--- config.mk ---
export PLATFORM = sky130hd
export DESIGN_NAME = dec_hazard_unit
export DESIGN_NICKNAME = d
export VERILOG_FILES = /design/src/rtl/hzd_pkg.sv /design/src/rtl/hzd_src_match.sv /design/src/rtl/hzd_detect.sv /design/src/rtl/hzd_pipe_regs.sv /design/src/rtl/dec_hazard_unit.sv
export SDC_FILE = /design/constraint.sdc
export NUM_CORES = 1
export LEC_CHECK = 0
export BUFFER_PORTS_ARGS = -buffer_cell sky130_fd_sc_hd__buf_2
export CAP_MARGIN = 40
export CORE_MARGIN = 2
export CORE_UTILIZATION = 45
export DETAILED_ROUTE_END_ITERATION = 10
export HOLD_SLACK_MARGIN = 0.1
export PLACE_DENSITY = 0.73
export RECOVER_POWER = 25
export SLEW_MARGIN = 15
export SYNTH_ARGS = -nofsm -noshare
export SYNTH_HDL_FRONTEND = slang
export SYNTH_SLANG_ARGS = --single-unit
--- constraint.sdc ---
create_clock -name clk_i -period 1.9 [get_ports clk_i]
set_clock_uncertainty 0.1 [all_clocks]
set_input_delay 0.095 -clock clk_i [delete_from_list [all_inputs] [get_ports clk_i]]
set_output_delay 0.095 -clock clk_i [all_outputs]
set_load 0.05 [all_outputs]
--- src/rtl/hzd_pkg.sv ---
package hzd_pkg;
  // downstream slots compared against: execute, memory, writeback
  localparam int unsigned HZ_NSTG = 3;
  localparam int unsigned HZ_NSRC = 2;
  localparam int unsigned STG_EX  = 0;
  localparam int unsigned STG_MEM = 1;
  localparam int unsigned STG_WB  = 2;
endpackage

--- src/rtl/hzd_src_match.sv ---
module hzd_src_match #(
  parameter int unsigned REG_W = 3,
  parameter int unsigned NSTG  = 3
) (
  input  logic [REG_W-1:0]           src_i,
  input  logic [NSTG-1:0][REG_W-1:0] dst_i,
  input  logic [NSTG-1:0]            wr_i,
  output logic                       hit_o
);
  logic [NSTG-1:0] stg_hit;

  for (genvar g = 0; g < NSTG; g++) begin : g_stg
    assign stg_hit[g] = wr_i[g] && (dst_i[g] == src_i);
  end

  // r0 is hard-wired, never a true dependence
  assign hit_o = (src_i != '0) && (|stg_hit);
endmodule

--- src/rtl/hzd_detect.sv ---
module hzd_detect
  import hzd_pkg::*;
#(
  parameter int unsigned REG_W = 3
) (
  input  logic [HZ_NSRC-1:0][REG_W-1:0] src_i,
  input  logic [HZ_NSTG-1:0][REG_W-1:0] dst_i,
  input  logic [HZ_NSTG-1:0]            wr_i,
  output logic                          stall_o,
  output logic                          pc_we_o,
  output logic                          ifid_we_o,
  output logic                          bubble_o
);
  logic [HZ_NSRC-1:0] src_hit;

  for (genvar s = 0; s < HZ_NSRC; s++) begin : g_src
    hzd_src_match #(
      .REG_W(REG_W),
      .NSTG (HZ_NSTG)
    ) u_match (
      .src_i(src_i[s]),
      .dst_i(dst_i),
      .wr_i (wr_i),
      .hit_o(src_hit[s])
    );
  end

  assign stall_o   = |src_hit;
  assign pc_we_o   = ~stall_o;
  assign ifid_we_o = ~stall_o;
  assign bubble_o  = stall_o;
endmodule

--- src/rtl/hzd_pipe_regs.sv ---
module hzd_pipe_regs
  import hzd_pkg::*;
#(
  parameter int unsigned REG_W = 3,
  parameter int unsigned PC_W  = 8,
  parameter int unsigned TAG_W = 4
) (
  input  logic                          clk_i,
  input  logic                          rst_ni,
  input  logic                          pc_we_i,
  input  logic                          ifid_we_i,
  input  logic                          bubble_i,
  input  logic [REG_W-1:0]              f_src_a_i,
  input  logic [REG_W-1:0]              f_src_b_i,
  input  logic [REG_W-1:0]              f_dst_i,
  input  logic                          f_reg_wr_i,
  input  logic                          f_mem_wr_i,
  input  logic [TAG_W-1:0]              f_tag_i,
  output logic [PC_W-1:0]               pc_o,
  output logic [HZ_NSRC-1:0][REG_W-1:0] dec_src_o,
  output logic [TAG_W-1:0]              dec_tag_o,
  output logic [HZ_NSTG-1:0][REG_W-1:0] stg_dst_o,
  output logic [HZ_NSTG-1:0]            stg_wr_o,
  output logic [TAG_W-1:0]              ex_tag_o,
  output logic                          ex_mem_wr_o
);
  typedef struct packed {
    logic [TAG_W-1:0] tag;
    logic [REG_W-1:0] src_a;
    logic [REG_W-1:0] src_b;
    logic [REG_W-1:0] dst;
    logic             reg_wr;
    logic             mem_wr;
  } dec_slot_t;

  typedef struct packed {
    logic [TAG_W-1:0] tag;
    logic [REG_W-1:0] dst;
    logic             reg_wr;
    logic             mem_wr;
  } ex_slot_t;

  typedef struct packed {
    logic [REG_W-1:0] dst;
    logic             reg_wr;
  } wr_slot_t;

  logic [PC_W-1:0] pc_q;
  dec_slot_t       dec_q, fetch_d;
  ex_slot_t        ex_q, ex_d;
  wr_slot_t        mem_q, wb_q;

  always_comb begin
    fetch_d = '{tag: f_tag_i, src_a: f_src_a_i, src_b: f_src_b_i,
                dst: f_dst_i, reg_wr: f_reg_wr_i, mem_wr: f_mem_wr_i};
    ex_d    = '{tag: dec_q.tag, dst: dec_q.dst,
                reg_wr: dec_q.reg_wr, mem_wr: dec_q.mem_wr};
    if (bubble_i) ex_d = '0;
  end

  always_ff @(posedge clk_i or negedge rst_ni) begin
    if (!rst_ni) begin
      pc_q  <= '0;
      dec_q <= '0;
      ex_q  <= '0;
      mem_q <= '0;
      wb_q  <= '0;
    end else begin
      if (pc_we_i)   pc_q  <= pc_q + PC_W'(1);
      if (ifid_we_i) dec_q <= fetch_d;
      ex_q  <= ex_d;
      mem_q <= '{dst: ex_q.dst, reg_wr: ex_q.reg_wr};
      wb_q  <= mem_q;
    end
  end

  assign pc_o         = pc_q;
  assign dec_src_o[0] = dec_q.src_a;
  assign dec_src_o[1] = dec_q.src_b;
  assign dec_tag_o    = dec_q.tag;

  assign stg_dst_o[STG_EX]  = ex_q.dst;
  assign stg_dst_o[STG_MEM] = mem_q.dst;
  assign stg_dst_o[STG_WB]  = wb_q.dst;
  assign stg_wr_o[STG_EX]   = ex_q.reg_wr;
  assign stg_wr_o[STG_MEM]  = mem_q.reg_wr;
  assign stg_wr_o[STG_WB]   = wb_q.reg_wr;

  assign ex_tag_o    = ex_q.tag;
  assign ex_mem_wr_o = ex_q.mem_wr;
endmodule

--- src/rtl/dec_hazard_unit.sv ---
module dec_hazard_unit
  import hzd_pkg::*;
#(
  parameter int unsigned REG_W = 3,
  parameter int unsigned PC_W  = 8,
  parameter int unsigned TAG_W = 4
) (
  input  logic             clk_i,
  input  logic             rst_ni,
  input  logic [REG_W-1:0] if_src_a_i,
  input  logic [REG_W-1:0] if_src_b_i,
  input  logic [REG_W-1:0] if_dst_i,
  input  logic             if_reg_wr_i,
  input  logic             if_mem_wr_i,
  input  logic [TAG_W-1:0] if_tag_i,
  output logic [PC_W-1:0]  pc_o,
  output logic             stall_o,
  output logic             pc_we_o,
  output logic             ifid_we_o,
  output logic             bubble_o,
  output logic [TAG_W-1:0] ifid_tag_o,
  output logic [TAG_W-1:0] idex_tag_o,
  output logic [REG_W-1:0] idex_dst_o,
  output logic             idex_reg_wr_o,
  output logic             idex_mem_wr_o
);
  logic [HZ_NSRC-1:0][REG_W-1:0] dec_src;
  logic [HZ_NSTG-1:0][REG_W-1:0] stg_dst;
  logic [HZ_NSTG-1:0]            stg_wr;

  hzd_pipe_regs #(
    .REG_W(REG_W),
    .PC_W (PC_W),
    .TAG_W(TAG_W)
  ) u_pipe (
    .clk_i      (clk_i),
    .rst_ni     (rst_ni),
    .pc_we_i    (pc_we_o),
    .ifid_we_i  (ifid_we_o),
    .bubble_i   (bubble_o),
    .f_src_a_i  (if_src_a_i),
    .f_src_b_i  (if_src_b_i),
    .f_dst_i    (if_dst_i),
    .f_reg_wr_i (if_reg_wr_i),
    .f_mem_wr_i (if_mem_wr_i),
    .f_tag_i    (if_tag_i),
    .pc_o       (pc_o),
    .dec_src_o  (dec_src),
    .dec_tag_o  (ifid_tag_o),
    .stg_dst_o  (stg_dst),
    .stg_wr_o   (stg_wr),
    .ex_tag_o   (idex_tag_o),
    .ex_mem_wr_o(idex_mem_wr_o)
  );

  hzd_detect #(
    .REG_W(REG_W)
  ) u_detect (
    .src_i    (dec_src),
    .dst_i    (stg_dst),
    .wr_i     (stg_wr),
    .stall_o  (stall_o),
    .pc_we_o  (pc_we_o),
    .ifid_we_o(ifid_we_o),
    .bubble_o (bubble_o)
  );

  assign idex_dst_o    = stg_dst[STG_EX];
  assign idex_reg_wr_o = stg_wr[STG_EX];
endmodule

==> run_results.csv, run 1 <==
group,metric,value,unit
run_status,status,"complete, but fails checks",
floorplan,die_area,0.004488,sq mm
layout,fillers,298,
synth,netlist_area,0.001785,sq mm
sta,tightest_slew,1.004,ns
layout,antenna_cells,0,
detailed_routing,drt_iter0_markers,25,
grt,antenna_found_initial,0,
placed_design,gp_congestion,0.7696,
synth,syn_area_per_cell,13.63,sq um
clock_tree,ctsLongestPathBuffers,2,
synth,yosysMostFrequentCell,"dfrtp_1",
detailed_routing,first_pass_iters,2,
sta,hold_viol,0,
grt,overflow,0,
synth,netlist.top_cell.by_area,"dfrtp_1",
run,drv_cap,0,
critical_path,crit_path_end_kind,"output port",
critical_path,rrSetupSlack,0.02,ns
clock_tree,cts_inserted_buffers,5,
synth,synthFlopType,"dfrtp_1",
clock_tree,clock_latency,0.29,ns
clock_tree,root_buffer,"clkbuf_8",
sta,holdWs,0.3248,ns
detailed_routing,wire_per_inst,15.32,microns
clock_tree,path_clk_slew,0.07,ns
clock_tree,htreeDepth,2,
layout,drive_gt1_share,49.21,%
worst_hold_path,hp-class,"reg2reg",
layout,final_nets,206,
grt,grt_pass1_vias,1222,
synth,seq_area_frac_synth,56.06,%
synth,yosysWarnings,0,
floorplan,die_y,66.99,microns
synth,ys_seq_elements,40,
critical_path,path_class,"reg2out",
synth,synthArstFlopShare,100.0,%
detailed_routing,num_vias,1153,
sta,slew_headroom,33.05,%
sta,period_needed,1.907,ns
layout,syn_to_final_growth,34.62,%
detailed_routing,vias_per_cell,4.865,
sta,max_clock_freq,524.4,MHz
synth,synth_common_cells,"dfrtp_1 (40), xnor2_1 (18), and2_1 (9), buf_4 (9)",
critical_path,cp-start-kind,"flip-flop",
clock_tree,cts_num_sinks,40,
sta,maxSlewViolCount,0,
sta,rsz0062_at_grt,"true",
detailed_routing,antenna_left,0,
run_status,violations,"setup timing",
synth,syn_inst,131,
critical_path,crit_path_max_incr_delay,0.46,ns
placed_design,place_area,0.001987,sq mm
synth,synthesis.nets,149,
synth,ys_types,21,
placed_design,dp_hpwl,2118,microns
critical_path,cp_num_buf_inv,2,
grt,grt_max_degree,41,
critical_path,cp_top_family,"flip-flops",
critical_path,cpMaxStageDelayCell,"dfrtp_2",
critical_path,worstPathRequired,1.70,ns
detailed_routing,drc_errors,0,
critical_path,path_cells,"xnor2_1 > nand4_1 > a31oi_4 > nor2_4 > clkinvlp_4 > buf_8",
placed_design,place_inst,206,
layout,fin_area,0.002404,sq mm
critical_path,crit_fanout,5,
sta,worst_slack,-0.007038,ns
layout,final_cells,237,
floorplan,fp-row-count,22,
sta,period_share,100.4,%
grt,grt_pass1_wl,5823,microns
grt,track_usage,18.01,%
floorplan,die_w,66.99,microns
synth,ys_top_cells_by_area,"dfrtp_1 (56%), xnor2_1 (8.8%), mux2_4 (6.7%)",
synth,synth_top_area_share,56.06,%
floorplan,io-pin-count,42,
synth,synth-edff-count,0,
floorplan,initial_core_util,47.69,%
sta,tns,-0.01157,ns
detailed_routing,wl,3632,microns
placed_design,io_buffers,41,
floorplan,core,0.003744,sq mm
critical_path,arrival,1.71,ns
sta,setup_viol,2,
clock_tree,tritoncts,"yes",
-- path summary, 6_finish.rpt --
path | start | end | cells past startpoint
min in group asynchronous | rst_ni | u_pipe.dec_tag_o[3]$_DFFE_PN0N_ | 2
worst max register to register | u_pipe.dec_src_o[3]$_DFFE_PN0N_ | u_pipe.dec_src_o[0]$_DFFE_PN0N_ | 6
worst min-delay path | u_pipe.stg_wr_o[1]$_DFF_PN0_ | u_pipe.stg_wr_o[2]$_DFF_PN0_ | 0
worst max-delay path | u_pipe.dec_src_o[3]$_DFFE_PN0N_ | stall_o | 6
max in group asynchronous | rst_ni | u_pipe.stg_wr_o[0]$_DFF_PN0_ | 2
worst min register to register | u_pipe.stg_wr_o[1]$_DFF_PN0_ | u_pipe.stg_wr_o[2]$_DFF_PN0_ | 0
-- logic make-up after synthesis --
logic type,count (synthesis),share of synthesized area (%)
buffers and inverters,18,6.587
xor gates and xnor gates,25,12.26
adders and majority gates,1,0.7007
muxes,16,11.77
DFF,40,56.06
AOI/OAI and AO/OA,2,2.383
and+or+nand+nor,29,10.23
-- registers in the layout, indices dropped and copies added, names as in the netlist --
register            count
u_pipe.dec_tag_o        4
u_pipe.ex_mem_wr_o      1
u_pipe.dec_src_o        6
u_pipe.stg_dst_o        9
u_pipe.pc_o             8
u_pipe.stg_wr_o         3
u_pipe.ex_tag_o         4
u_pipe.dec_q            5
-- area by class of cell --
cell class | instances | area (sq um) | share of cell area [%]
Clock inverter | 1 | 30.03 | 1.249
Timing Repair Buffer | 65 | 471.7 | 19.63
Sequential cell | 40 | 1011 | 42.06
Clock buffer | 7 | 96.34 | 4.008
Multi-Input combinational cell | 75 | 726.9 | 30.24
Tap cell | 48 | 60.06 | 2.499
Inverter | 1 | 7.507 | 0.3123
-- timing repair --
item / in CTS / in global routing
setup endpoints to repair: 4 / 24
resized for setup: 16 / 5
buffers inserted: 4 / 1
hold endpoints to repair: 55 / 0
hold buffers: 16 / 0
pin swaps: 10 / 3
cloned: 1 / 1
-- metal layers --
metal	GRT usage, %	share of wire, %	up-vias
li1	-	-	549
met1	22.33	41	571
met2	30.00	53	25
met3	5.236	3.6	8
met4	6.122	2.0	0
met5	0	0	-
-- cells in the final DEF, fill, tap and decap left out, types with 2 or more instances in the layout --
cell type,count
mux2_2,8
nor2_4,2
dlygate4sd3_1,16
a31oi_4,2
buf_8,2
mux2_4,8
buf_6,2
buf_2,38
nor3_2,2
dfrtp_1,32
nand3_1,3
buf_4,5
nand4_1,7
nor4b_2,2
xnor2_1,17
clkbuf_8,7
and2_1,9
dfrtp_2,8
nor4_2,2
xor2_1,7
-- worst register-to-register path: stages, from the launching register on --
cell	delay, ns
dfrtp_2	0.46
xnor2_1	0.14
nand4_1	0.15
a31oi_4	0.13
nor2_4	0.20
buf_6	0.21
mux2_2	0.38
-- through the flow --
stage / utilization, % / setup slack, ns
2_1_floorplan: - / -0.1459
3_3_place_gp: 53.07 / 0.09076
3_5_place_dp: 53.07 / 0.06040
4_1_cts: 62.43 / -0.02678
5_1_grt: 64.20 / -0.1071
6_report: 64.20 / -0.007038
Power of run 1 is left out: the tool's default activity adds up to more than one toggle a clock period on the data nets, which glitch-free logic cannot reach.
==> run 2, diff against run 1 <==
- CORE_ASPECT_RATIO: not set -> 1.1
- GPL_ROUTABILITY_DRIVEN: not set -> 0
- PLACE_DENSITY: 0.73 -> 0.74
- SYNTH_HIERARCHICAL: not set -> 1
==> run 2 against run 1 <==
Net effect:
- the flow still finishes with violations (setup timing)
- critical path depth is 2 higher
- via count increased by 2.1%
- synthesized area down 1.7%
- register-to-register slack worse by 0.19 ns
- non-clock buffer count grew 5
- worst setup slack lost 0.16 ns
==> run_results.csv, run 2 <==
group,metric,value,unit
run_status,status,"complete, but fails checks",
run_status,violations,"setup timing",
grt,grt_max_degree,24,
sta,max_clock_freq,484.0,MHz
detailed_routing,wire_per_inst,15.25,microns
grt,grt_pass1_vias,1353,
layout,drive_gt1_share,56.19,%
detailed_routing,first_pass_iters,4,
sta,tightest_slew,0.4917,ns
clock_tree,root_buffer,"clkbuf_8",
clock_tree,cts_inserted_buffers,5,
synth,syn_area_per_cell,13.50,sq um
floorplan,fp-row-count,23,
layout,syn_to_final_growth,42.34,%
clock_tree,tritoncts,"yes",
grt,grt_pass1_wl,6285,microns
critical_path,crit_path_max_incr_delay,0.46,ns
synth,synthFlopType,"dfrtp_1",
floorplan,initial_core_util,47.66,%
floorplan,die_y,69.51,microns
critical_path,cp_num_buf_inv,2,
critical_path,cp_top_family,"flip-flops",
synth,seq_area_frac_synth,57.02,%
critical_path,cp-start-kind,"flip-flop",
sta,maxSlewViolCount,0,
synth,synth_top_area_share,57.02,%
floorplan,die_area,0.004417,sq mm
synth,synth-edff-count,0,
run,drv_cap,0,
synth,ys_types,20,
detailed_routing,wl,3722,microns
synth,synth_common_cells,"dfrtp_1 (40), xnor2_1 (19), buf_4 (13)",
critical_path,crit_path_end_kind,"flip-flop",
layout,fin_area,0.002499,sq mm
layout,layout.cells.most_common_list,"buf_2 (37), dfrtp_1 (27), dlygate4sd3_1 (16)",
grt,overflow,0,
clock_tree,path_clk_slew,0.07,ns
sta,rsz0062_at_grt,"true",
synth,synthesis.nets,148,
synth,ys_top_cells_by_area,"dfrtp_1 (57%), xnor2_1 (9.5%), mux2_4 (8.6%)",
critical_path,crit_fanout,7,
clock_tree,clock_latency,0.29,ns
critical_path,cpMaxStageDelayCell,"dfrtp_2",
synth,yosysWarnings,6,
grt,antenna_found_initial,0,
layout,final_nets,211,
sta,hold_viol,0,
layout,antenna_cells,0,
layout,fillers,267,
floorplan,die_w,63.55,microns
synth,netlist.top_cell.by_area,"dfrtp_1",
synth,ys_seq_elements,40,
layout,ff_latch_area,0.001017,sq mm
grt,track_usage,18.75,%
clock_tree,ctsLongestPathBuffers,2,
placed_design,io_buffers,41,
clock_tree,cts_num_sinks,40,
sta,worst_slack,-0.1661,ns
sta,slew_headroom,67.22,%
critical_path,worstPathRequired,1.98,ns
synth,netlist_area,0.001755,sq mm
synth,syn_inst,130,
layout,final_common_cell,"buf_2",
detailed_routing,drt_iter0_markers,28,
detailed_routing,num_vias,1177,
placed_design,dp_hpwl,2308,microns
floorplan,core,0.003684,sq mm
floorplan,io-pin-count,42,
placed_design,place_area,0.001996,sq mm
clock_tree,htreeDepth,2,
detailed_routing,drc_errors,0,
critical_path,arrival,2.15,ns
sta,holdWs,0.1975,ns
detailed_routing,vias_per_cell,4.824,
synth,yosysMostFrequentCell,"dfrtp_1",
sta,setup_viol,25,
critical_path,path_class,"reg2reg",
detailed_routing,antenna_left,0,
layout,multi_input_area,745.7,sq um
layout,largest_reg_flops,9,
critical_path,path_cells,"xnor2_2 > nand4_1 > a31oi_1 > o21a_1 > nor2_4 > buf_4 > buf_12 > mux2_2",
synth,synthArstFlopShare,100.0,%
worst_hold_path,hp-class,"in2async",
sta,period_needed,2.066,ns
sta,period_share,108.7,%
## run 2: cell types whose count changed after synthesis, moves of 3 or more
cell      before  now
nor3_1         3    0
and2_1         9    0
clkbuf_2       5    0
xor2_1         7    4
buf_4          9   13
nor2b_1        0    9
nor2_1         0    5
## run 2: area by class of cell
cell class | count | area share (%)
Timing Repair Buffer | 70 | 22.63
Sequential cell | 40 | 40.71
Clock buffer | 8 | 4.006
Tap cell | 50 | 2.504
Inverter | 2 | 0.3005
Multi-Input combinational cell | 74 | 29.84
## run 2: what timing repair did
item / in CTS / in global routing
hold buffers: 16 / 0
setup buffers: 6 / 1
pin swaps: 12 / 12
resized for setup: 21 / 22
setup endpoints to repair: 27 / 31
hold endpoints to repair: 55 / 0
gates cloned: 1 / 0
## run 2: stage by stage
step	setup WS [ns]	cells	setup TNS [ns]	utilization, %
floorplan	-0.2849	130	-5.256	-
global placement	-0.009552	213	-0.04468	54.18
detailed placement	-0.05050	213	-0.5494	54.18
CTS	-0.1166	244	-2.136	65.42
global route	-0.2542	244	-5.360	67.83
finish	-0.1661	244	-3.141	67.83
## run 2: final timing paths
check | depth (start not counted) | end | start | slack, ns
min | 2 | u_pipe/dec_q[4]$_DFFE_PN0P_ | rst_ni | 0.20
max | 8 | u_pipe/dec_q[4]$_DFFE_PN0P_ | u_pipe/dec_src_o[4]$_DFFE_PN0P_ | -0.17
max reg2reg | 8 | u_pipe/dec_q[4]$_DFFE_PN0P_ | u_pipe/dec_src_o[4]$_DFFE_PN0P_ | -0.17
min in group clk_i | 0 | u_pipe/stg_wr_o[2]$_DFF_PN0_ | u_pipe/stg_wr_o[1]$_DFF_PN0_ | 0.33
max in group asynchronous | 3 | u_pipe/dec_src_o[4]$_DFFE_PN0P_ | rst_ni | 0.96
min reg2reg | 0 | u_pipe/stg_wr_o[2]$_DFF_PN0_ | u_pipe/stg_wr_o[1]$_DFF_PN0_ | 0.33
## run 2: cells by family after synthesis
kind of cell	synth area share [%]
flip-flops	57.02
AND/OR/NAND/NOR	9.195
XOR/XNOR	11.48
buffers and inverters	6.629
multiplexers	12.40
AO/OA/AOI/OAI	2.566
adder cells (fa/ha/maj)	0.7126
## run 2: metal layers
metal	share of wire (%)	GRT usage, %	wire length, microns	vias to the layer above
met5	0	0	0	-
met4	2.7	9.420	99	0
met3	4.0	4.870	149	9
met2	55	33.45	2035	37
met1	39	20.20	1438	578
li1	-	-	-	553
Power of run 2 is left out for the same reason.
